`src/rtl/mulu_pkg.sv`:
```
package mulu_pkg;
  localparam int FUNC_W = 7;
  typedef enum logic [FUNC_W-1:0] {
    FN_MUL32      = 7'h00,
    FN_MULLO      = 7'h20,
    FN_MULHU      = 7'h30,
    FN_MUL32_TRAP = 7'h40,
    FN_MULLO_TRAP = 7'h60
  } mul_fn_e;
endpackage

```
`src/rtl/mul_operand_prep.sv`:
```
module mul_operand_prep
  import mulu_pkg::*;
#(
  parameter int XLEN = 64
) (
  input  logic [FUNC_W-1:0] func,
  input  logic [XLEN-1:0]   a,
  input  logic [XLEN-1:0]   b,
  output logic [XLEN-1:0]   op_a,
  output logic [XLEN-1:0]   op_b
);
  localparam int HALF = XLEN / 2;

  logic narrow;

  always_comb begin
    narrow = (func == FN_MUL32) || (func == FN_MUL32_TRAP);
    if (narrow) begin
      op_a = {{HALF{a[HALF-1]}}, a[HALF-1:0]};
      op_b = {{HALF{b[HALF-1]}}, b[HALF-1:0]};
    end else begin
      op_a = a;
      op_b = b;
    end
  end
endmodule

```
`src/rtl/mul_shift_add.sv`:
```
module mul_shift_add #(
  parameter int W = 64
) (
  input  logic         clk,
  input  logic         rst_n,
  input  logic         load,
  input  logic [W-1:0] mcand,
  input  logic [W-1:0] mplier,
  output logic         busy,
  output logic         fin,
  output logic [W-1:0] prod_hi,
  output logic [W-1:0] prod_lo
);
  localparam int CNT_W = (W > 1) ? $clog2(W) : 1;

  logic [W-1:0]     hi_q, hi_d, lo_q, lo_d;
  logic [CNT_W-1:0] cnt_q, cnt_d;
  logic             busy_q, busy_d, fin_q, fin_d;
  logic [W:0]       addend, sum;

  always_comb begin
    addend = lo_q[0] ? {1'b0, mcand} : '0;
    sum    = {1'b0, hi_q} + addend;
    hi_d   = hi_q;
    lo_d   = lo_q;
    cnt_d  = cnt_q;
    busy_d = busy_q;
    fin_d  = 1'b0;
    if (load) begin
      hi_d   = '0;
      lo_d   = mplier;
      cnt_d  = CNT_W'(W - 1);
      busy_d = 1'b1;
    end else if (busy_q) begin
      hi_d  = sum[W:1];
      lo_d  = {sum[0], lo_q[W-1:1]};
      cnt_d = cnt_q - 1'b1;
      if (cnt_q == '0) begin
        busy_d = 1'b0;
        fin_d  = 1'b1;
      end
    end
  end

  always_ff @(posedge clk or negedge rst_n) begin
    if (!rst_n) begin
      hi_q   <= '0;
      lo_q   <= '0;
      cnt_q  <= '0;
      busy_q <= 1'b0;
      fin_q  <= 1'b0;
    end else begin
      hi_q   <= hi_d;
      lo_q   <= lo_d;
      cnt_q  <= cnt_d;
      busy_q <= busy_d;
      fin_q  <= fin_d;
    end
  end

  assign busy    = busy_q;
  assign fin     = fin_q;
  assign prod_hi = hi_q;
  assign prod_lo = lo_q;

  // completion comes straight out of an in-flight step, once
  assert_fin_after_busy_R7: assert property (@(posedge clk) disable iff (!rst_n)
    fin_q |-> !busy_q && $past(busy_q));
  assert_fin_single_R7: assert property (@(posedge clk) disable iff (!rst_n)
    fin_q |=> !fin_q);
endmodule

```
`src/rtl/mul_result_sel.sv`:
```
module mul_result_sel
  import mulu_pkg::*;
#(
  parameter int XLEN = 64
) (
  input  logic [FUNC_W-1:0] func,
  input  logic [XLEN-1:0]   opa,
  input  logic [XLEN-1:0]   opb,
  input  logic [XLEN-1:0]   prod_hi,
  input  logic [XLEN-1:0]   prod_lo,
  output logic [XLEN-1:0]   result,
  output logic              ovf
);
  localparam int HALF = XLEN / 2;

  logic [XLEN-1:0] corr_a, corr_b, hi_signed;
  logic [HALF:0]   narrow_top;
  logic            wide_ok, narrow_ok;

  always_comb begin
    corr_a     = opa[XLEN-1] ? opb : '0;
    corr_b     = opb[XLEN-1] ? opa : '0;
    hi_signed  = prod_hi - corr_a - corr_b;
    wide_ok    = ((hi_signed == '0) && !prod_lo[XLEN-1]) ||
                 ((hi_signed == '1) &&  prod_lo[XLEN-1]);
    narrow_top = prod_lo[XLEN-1:HALF-1];
    narrow_ok  = (narrow_top == '0) || (narrow_top == '1);
    ovf        = 1'b0;
    case (func)
      FN_MUL32:      result = {{HALF{prod_lo[HALF-1]}}, prod_lo[HALF-1:0]};
      FN_MUL32_TRAP: begin
        result = {{HALF{prod_lo[HALF-1]}}, prod_lo[HALF-1:0]};
        ovf    = !narrow_ok;
      end
      FN_MULHU:      result = prod_hi;
      FN_MULLO_TRAP: begin
        result = prod_lo;
        ovf    = !wide_ok;
      end
      default:       result = prod_lo;
    endcase
  end
endmodule

```
`src/rtl/mul_trap_unit.sv`:
```
module mul_trap_unit
  import mulu_pkg::*;
#(
  parameter int XLEN = 64
) (
  input  logic              clk,
  input  logic              rst_n,
  input  logic              start,
  input  logic [FUNC_W-1:0] func,
  input  logic [XLEN-1:0]   a,
  input  logic [XLEN-1:0]   b,
  output logic [XLEN-1:0]   result,
  output logic              done,
  output logic              ovf
);
  logic [XLEN-1:0]   op_a, op_b, opa_q, opb_q, opa_d, opb_d;
  logic [FUNC_W-1:0] func_q, func_d;
  logic              busy, core_fin, accept;
  logic [XLEN-1:0]   prod_hi, prod_lo, sel_result;
  logic              sel_ovf;
  logic [XLEN-1:0]   result_q, result_d;
  logic              ovf_q, ovf_d, done_q, done_d;

  mul_operand_prep #(.XLEN(XLEN)) u_prep (
    .func(func), .a(a), .b(b), .op_a(op_a), .op_b(op_b)
  );

  mul_shift_add #(.W(XLEN)) u_core (
    .clk(clk), .rst_n(rst_n), .load(accept), .mcand(opa_q), .mplier(op_b),
    .busy(busy), .fin(core_fin), .prod_hi(prod_hi), .prod_lo(prod_lo)
  );

  mul_result_sel #(.XLEN(XLEN)) u_sel (
    .func(func_q), .opa(opa_q), .opb(opb_q), .prod_hi(prod_hi),
    .prod_lo(prod_lo), .result(sel_result), .ovf(sel_ovf)
  );

  always_comb begin
    accept   = start && !busy;
    opa_d    = accept ? op_a : opa_q;
    opb_d    = accept ? op_b : opb_q;
    func_d   = accept ? func : func_q;
    result_d = core_fin ? sel_result : result_q;
    ovf_d    = core_fin ? sel_ovf : ovf_q;
    done_d   = core_fin;
  end

  always_ff @(posedge clk or negedge rst_n) begin
    if (!rst_n) begin
      opa_q    <= '0;
      opb_q    <= '0;
      func_q   <= '0;
      result_q <= '0;
      ovf_q    <= 1'b0;
      done_q   <= 1'b0;
    end else begin
      opa_q    <= opa_d;
      opb_q    <= opb_d;
      func_q   <= func_d;
      result_q <= result_d;
      ovf_q    <= ovf_d;
      done_q   <= done_d;
    end
  end

  assign result = result_q;
  assign ovf    = ovf_q;
  assign done   = done_q;

  assert_reset_idle_R1: assert property (@(posedge clk)
    !rst_n |-> !done_q && !ovf_q && (result_q == '0));
  assert_done_pulse_R7: assert property (@(posedge clk) disable iff (!rst_n)
    done_q |=> !done_q);
  assert_ignore_busy_R8: assert property (@(posedge clk) disable iff (!rst_n)
    (busy && start) |=> $stable(func_q) && $stable(opa_q) && $stable(opb_q));
  assert_hold_R9: assert property (@(posedge clk) disable iff (!rst_n)
    !core_fin |=> $stable(result_q) && $stable(ovf_q));
  assert_no_overflow_R10: assert property (@(posedge clk) disable iff (!rst_n)
    (done_q && (func_q == FN_MUL32 || func_q == FN_MULLO || func_q == FN_MULHU))
    |-> !ovf_q);
endmodule

```
`config.mk`:
```
export PLATFORM = sky130hd
export DESIGN_NAME = mul_trap_unit
export DESIGN_NICKNAME = d
export VERILOG_FILES = /design/src/rtl/mulu_pkg.sv /design/src/rtl/mul_operand_prep.sv /design/src/rtl/mul_shift_add.sv /design/src/rtl/mul_result_sel.sv /design/src/rtl/mul_trap_unit.sv
export SDC_FILE = /design/constraint.sdc
export NUM_CORES = 1
export LEC_CHECK = 0
export CELL_PAD_IN_SITES_DETAIL_PLACEMENT = 1
export CELL_PAD_IN_SITES_GLOBAL_PLACEMENT = 1
export CORE_ASPECT_RATIO = 2
export CORE_MARGIN = 2
export CORE_UTILIZATION = 53
export DETAILED_ROUTE_END_ITERATION = 16
export DONT_BUFFER_PORTS = 1
export GPL_ROUTABILITY_DRIVEN = 0
export PLACE_DENSITY = 0.87
export SLEW_MARGIN = 10
export SYNTH_ARGS = -nofsm -noshare
export SYNTH_HDL_FRONTEND = slang
export SYNTH_SLANG_ARGS = --single-unit
```
`constraint.sdc`:
```
create_clock -name clk -period 12.6 [get_ports clk]
set_input_delay 2.52 -clock clk [delete_from_list [all_inputs] [get_ports clk]]
set_output_delay 2.52 -clock clk [all_outputs]
set_load 0.005 [all_outputs]
```
### Word level (Yosys, flattened, before mapping)

Cells that the tools add are included.

| storage, ports and cells | value |
|---|---|
| memory bits (read-only) | 0 |
| logic and storage cells | 57 |
| memories | 0 |
| bits of input ports | 138 |
| bits in registers | 337 |
| bits in latches | 0 |
| memory bits (writable) | 0 |
| output and inout bits | 66 |

| cells by class | value |
|---|---|
| reductions and logical operators | 17 |
| bitwise logic cells | 0 |
| eq/ne operators | 6 |
| muxes and demuxes | 19 |
| multipliers | 0 |
| add/sub/neg operators | 4 |
| divide/modulo/power cells | 0 |
| $lt $le $gt $ge | 0 |
| shift operators | 0 |

Operators by type and width:

| cell | number |
|---|---|
| $mux W64 | 9 |
| $pmux W64 S2 | 1 |
| $sub A64 B64 Y64 | 2 |
| $add A64 B65 Y65 | 1 |
| $eq A64 B64 Y1 const B | 1 |
| $logic_not A64 Y1 | 1 |
| $eq A33 B33 Y1 const B | 1 |
| $logic_not A33 Y1 | 1 |
| $eq A7 B7 Y1 const B | 3 |
| $logic_not A7 Y1 | 2 |
| $mux W6 | 2 |
| $eq A7 B6 Y1 const B | 1 |
| $logic_not A6 Y1 | 1 |
| $mux W1 | 6 |
| $sub A6 B1 Y6 const B | 1 |
| $logic_not A1 Y1 | 4 |
| $logic_and A1 B1 Y1 | 3 |
| $logic_or A1 B1 Y1 | 3 |
| $pmux W1 S2 | 1 |
| $reduce_bool A2 Y1 | 1 |
| $reduce_or A2 Y1 | 1 |

### Logic depth before layout (Yosys ltp)

| depth | value |
|---|---|
| depth in word-level cells | 8 |
| depth in mapped cells | 21 |
| gate-level depth less buffers | 19 |

### Modules after synthesis

From an unflattened synthesis, not the netlist that was laid out.

| unflattened totals | value |
|---|---|
| cell total of the unflattened synthesis | 2871 |
| area total of the unflattened synthesis | 26718.1 sq um |

Modules (own cells, without submodules):

| module | cells an instance | seq. area each (sq um) | area each (sq um) | instances |
|---|---|---|---|---|
| mul_shift_add | 1205 | 3403.3 | 10173.5 | 1 |
| mul_result_sel | 1094 | 0.0 | 7837.5 | 1 |
| mul_trap_unit | 424 | 5029.8 | 7589.8 | 1 |
| mul_operand_prep | 148 | 0.0 | 1117.3 | 1 |

### Worst setup path after synthesis

Ideal clock, no wire load.

| timing | value |
|---|---|
| path kind | register to register |
| start | register opb_q[63] |
| end | register ovf_q, in the netlist ovf |
| path buffers | 2 |
| library setup time | 120 ps |
| clock period less this slack | 5511 ps |
| arrival | 5391 ps |
| slack | 7089 ps |
| data required time | 12480 ps |
| cell stages (with the launch flop) | 20 |
| path through | dfrtp_1 clkbuf_1 clkbuf_1 nand2_1 fa_1 inv_1 ha_1 or2_2 fa_1 a21oi_1 o2111ai_1 and3_1 a2111o_1 or4b_2 nor4_1 nor4b_2 nand4_1 or4_1 or4b_1 o211a_1 |

| on the way | value |
|---|---|
| word-level cells in the longest chain between the ends | 8 |
| elaborated cells on any way between the ends | 11 |
| those cells by class | add/sub: 2; eq/ne: 1; mux: 3; reduce/logical: 5 |

RTL lines:

| element | line | RTL |
|---|---|---|
| start, declared | mul_trap_unit.sv:16 | `logic [XLEN-1:0] op_a, op_b, opa_q, opb_q, opa_d, opb_d;` |
| start signal, assigned | mul_trap_unit.sv:58 | `opb_q <= opb_d;` |
| $mux W64 | mul_result_sel.sv:21 | `corr_a = opa[XLEN-1] ? opb : '0;` |
| $sub A64 B64 Y64 | mul_result_sel.sv:23 | `hi_signed = prod_hi - corr_a - corr_b;` |
| $sub A64 B64 Y64 * | mul_result_sel.sv:23 |  |
| $eq A64 B64 Y1 / $logic_not A64 Y1 (equally long branches) | mul_result_sel.sv:25, mul_result_sel.sv:24 |  |
| $logic_and A1 B1 Y1, on equally long branches | mul_result_sel.sv:25, mul_result_sel.sv:24 |  |
| $logic_or A1 B1 Y1 * | mul_result_sel.sv:24 | `wide_ok = ((hi_signed == '0) && !prod_lo[XLEN-1]) \|\|` |
| $logic_not A1 Y1 * | mul_result_sel.sv:38 | `ovf = !wide_ok;` |
| $pmux W1 S2 * | mul_result_sel.sv:29 | `case (func)` |
| end signal, assigned | mul_trap_unit.sv:61 | `ovf_q <= ovf_d;` |
| end, declared | mul_trap_unit.sv:22 | `logic ovf_q, ovf_d, done_q, done_d;` |

Every way passes the cells marked *; elsewhere a longest branch is shown, timed or not.
A chain may end at the register's enable or synchronous reset.

### Worst setup path after layout

| timing | value |
|---|---|
| start | register opa_q[63] |
| end | register ovf_q, in the netlist ovf |

| on the way | value |
|---|---|
| word-level cells in the longest chain between the ends | 8 |
| elaborated cells on any way between the ends | 11 |
| those cells by class | add/sub: 2; eq/ne: 1; mux: 3; reduce/logical: 5 |

RTL lines:

| element | line | RTL |
|---|---|---|
| start, declared | mul_trap_unit.sv:16 |  |
| start signal, assigned | mul_trap_unit.sv:57 | `opa_q <= opa_d;` |
| $mux W64 | mul_result_sel.sv:21 |  |
| $sub A64 B64 Y64 | mul_result_sel.sv:23 |  |
| $sub A64 B64 Y64 * | mul_result_sel.sv:23 |  |
| $eq A64 B64 Y1 / $logic_not A64 Y1 (equally long branches) | mul_result_sel.sv:25, mul_result_sel.sv:24 |  |
| $logic_and A1 B1 Y1, on equally long branches | mul_result_sel.sv:25, mul_result_sel.sv:24 |  |
| $logic_or A1 B1 Y1 * | mul_result_sel.sv:24 |  |
| $logic_not A1 Y1 * | mul_result_sel.sv:38 |  |
| $pmux W1 S2 * | mul_result_sel.sv:29 |  |

Marked as above.

==> out/qor.txt <==
Antenna violations before repair: 0
Vias: 23400
Syn Nets: 3394
Number of primary I/O pins: 204
Adder-cell share of the synthesized area: 0.118
CTS Hold Bufs: 0
CTS clk-pin slew, worst paths: 0.07 ns
Hold Crit Class: register to register
Area fraction in compound gates after synthesis: 0.194
# Post-CTS Setup Buffers: 0
Placed inst area: 0.0248 mm²
Crit Path Max Fanout: 44
Fmax: 153 MHz
Arr. time, crit path: 7.05 ns
Status: finished, final reports clean
H-tree Lvls: 1
DRT antenna net count: 0
DR DRC count: 0
FILL cells: 5656
# nets final: 3260
Core Rows: 111
Clk buf depth: 3
Die H: 309 µm
Worst setup EP type: register
Post-synth cell types: 88
Synthesized instance count: 3062
Fraction of layout cells with a size suffix above 1: 0.0423
Max Cap Viol: 0
Worst Path Required: 13.11 ns
Mapped Avg Cell Area: 8.03 µm²
Synth Area in XOR/XNOR: 0.0406
DIE AREA: 0.0483 mm²
Measured slew at the worst slew-check pin: 1.17 ns
Clock root buffer: clkbuf_16
Minimum clock period after layout: 6.54 ns
Post-route cell area: 0.0258 mm²
Most frequent cells in the layout: nand2_1 (770), dfrtp_1 (333), a21oi_1 (247)
Commonest non-fill, non-tap cell in the layout: nand2_1
Largest net degree at the start of global routing: 338
Final period utilization: 0.519
Combinational family with the most area after synthesis: simple AND/OR/NAND/NOR gates
Core ar.: 0.0458 mm²
DR WL/cell: 25.6 µm
Clock Latency Late Sink: 0.63 ns
DRT iter0 DRCs: 1304
Detailed Routing Iterations Pass 1: 5
Max-slew violation count: 0
Fin util: 0.564
Routed WL: 90200 µm
Post_cts resized: 0
Initial Util: 0.537
Vias in the first global route: 25800
Die width: 156 µm
Worst setup SP type: register
Main synth FF type: dfrtp_1
Critical path class: register to register
Synth Area in Simple Gates: 0.251
Area Overhead vs Synth: 4.99%
RSZ-0062 raised after global routing: false
Cell area after synthesis: 0.0246 mm²
Detail Placement HPWL: 66200 µm
Sequential share of the synthesized area: 0.343
Count of input and output buffers: 0
All-Layer GR Usage: 0.375
Global route overflow: 0
FFs w/ async S/R, synth: 1.00
Slew HR: 0.217
Endpoints failing hold: 0
Warnings from Yosys: 0
Global-route wire length before repair: 141000 µm
Final hold slack: 0.491 ns
Clk_skew: 0.0215 ns
Clock sink count: 337
Setup TNS after final layout: 0 ns
Diodes inserted: 0
CTS Buf Count: 31
CTS tree: built
DR vias/cell: 6.66
Multiplexer share of the synthesized area: 0.0155
Post-synth EDFFs: 0
Yosys reg bits: 337
Endpoints failing setup: 0
[cell usage after synthesis, types with 14 or more instances]
cell	number	area [µm²]
a21o_1	80	601
nor2b_1	18	113
nor4_1	25	156
nand4_1	52	325
o21ai_0	201	1010
and3_1	43	269
xor2_1	47	412
and2_1	87	544
a21oi_1	247	1240
nand3_1	84	420
mux2i_1	38	380
dfrtp_1	337	8430
nor2_1	154	578
o21a_1	16	120
o211ai_1	14	105
fa_1	64	1280
clkbuf_1	162	608
a31oi_1	79	494
o21bai_1	20	150
buf_1	17	63.8
nor3_1	34	170
ha_1	130	1630
nand2b_1	19	119
inv_1	36	135
nand2_1	772	2900
xnor2_1	67	587
or3_1	23	144
o31ai_1	15	113
[through the flow]
stage	worst slack (ns)	std cells
2_1_floorplan	7.09	3062
5_1_grt	5.69	3518
3_3_place_gp	6.47	3460
6_report	6.06	3518
3_5_place_dp	6.31	3460
4_1_cts	6.28	3518
[state kept, by name, summed over array words and instances (netlist names), 6 cells and up]
name            count
func_q              7
u_core.prod_lo     64
u_core.cnt_q        6
u_core.prod_hi     64
opb_q              64
result             64
opa_q              64
[metal layers]
metal	vias up	track usage	part of all wire
met5	-	0	0
li1	10400	-	-
met4	0	0.296	0.095
met3	454	0.0590	0.055
met2	977	0.675	0.51
met1	11600	0.382	0.34
[critical path: stages (launching register included)]
cell       delay (ns)
dfrtp_2          0.68
buf_4            0.52
nand2_1          0.16
fa_1             0.50
ha_1             0.48
nand4_1          0.33
nor4_1           0.51
a22oi_1          0.17
a31oi_1          0.24
o21bai_1         0.21
a21oi_1          0.31
mux2i_1          0.22
or2_2            0.34
nor4b_1          0.33
nand4bb_1        0.14
or4_1            0.50
or4b_1           0.49
o211a_1          0.22
[logic make-up after synthesis]
group,Yosys count
AND/OR/NAND/NOR,1363
AO/OA/AOI/OAI,786
flip-flops,337
buffers and inverters,230
adder cells (fa/ha/maj),194
XOR/XNOR,114
multiplexers,38
[worst paths after layout]
path	endpoint	slack, ns	from	depth (start not counted)
worst max-delay path	ovf$_DFFE_PN0P_	6.06	opa_q[63]$_DFFE_PN0P_	17
worst min-delay path	opb_q[59]$_DFFE_PN0P_	0.49	opb_q[59]$_DFFE_PN0P_	2
worst max register to register	ovf$_DFFE_PN0P_	6.06	opa_q[63]$_DFFE_PN0P_	17
worst min register to register	opb_q[59]$_DFFE_PN0P_	0.49	opb_q[59]$_DFFE_PN0P_	2
max in group asynchronous	opa_q[63]$_DFFE_PN0P_	9.98	rst_n	0
min in group asynchronous	opa_q[19]$_DFFE_PN0P_	1.58	rst_n	0
[cell type report]
| class | instances | area (µm²) | area share |
|---|---|---|---|
| multi-input cells | 2495 | 15300 | 0.592 |
| well taps | 565 | 707 | 0.0274 |
| repair buffers | 26 | 195 | 0.00756 |
| clock inverters | 14 | 209 | 0.00809 |
| inverters | 37 | 140 | 0.00543 |
| clock buffers | 44 | 855 | 0.0331 |
| flip-flops and latches | 337 | 8440 | 0.327 |
Power is not shown: default switching activity piles up to over one toggle a cycle in this logic, so the estimate is an artifact.
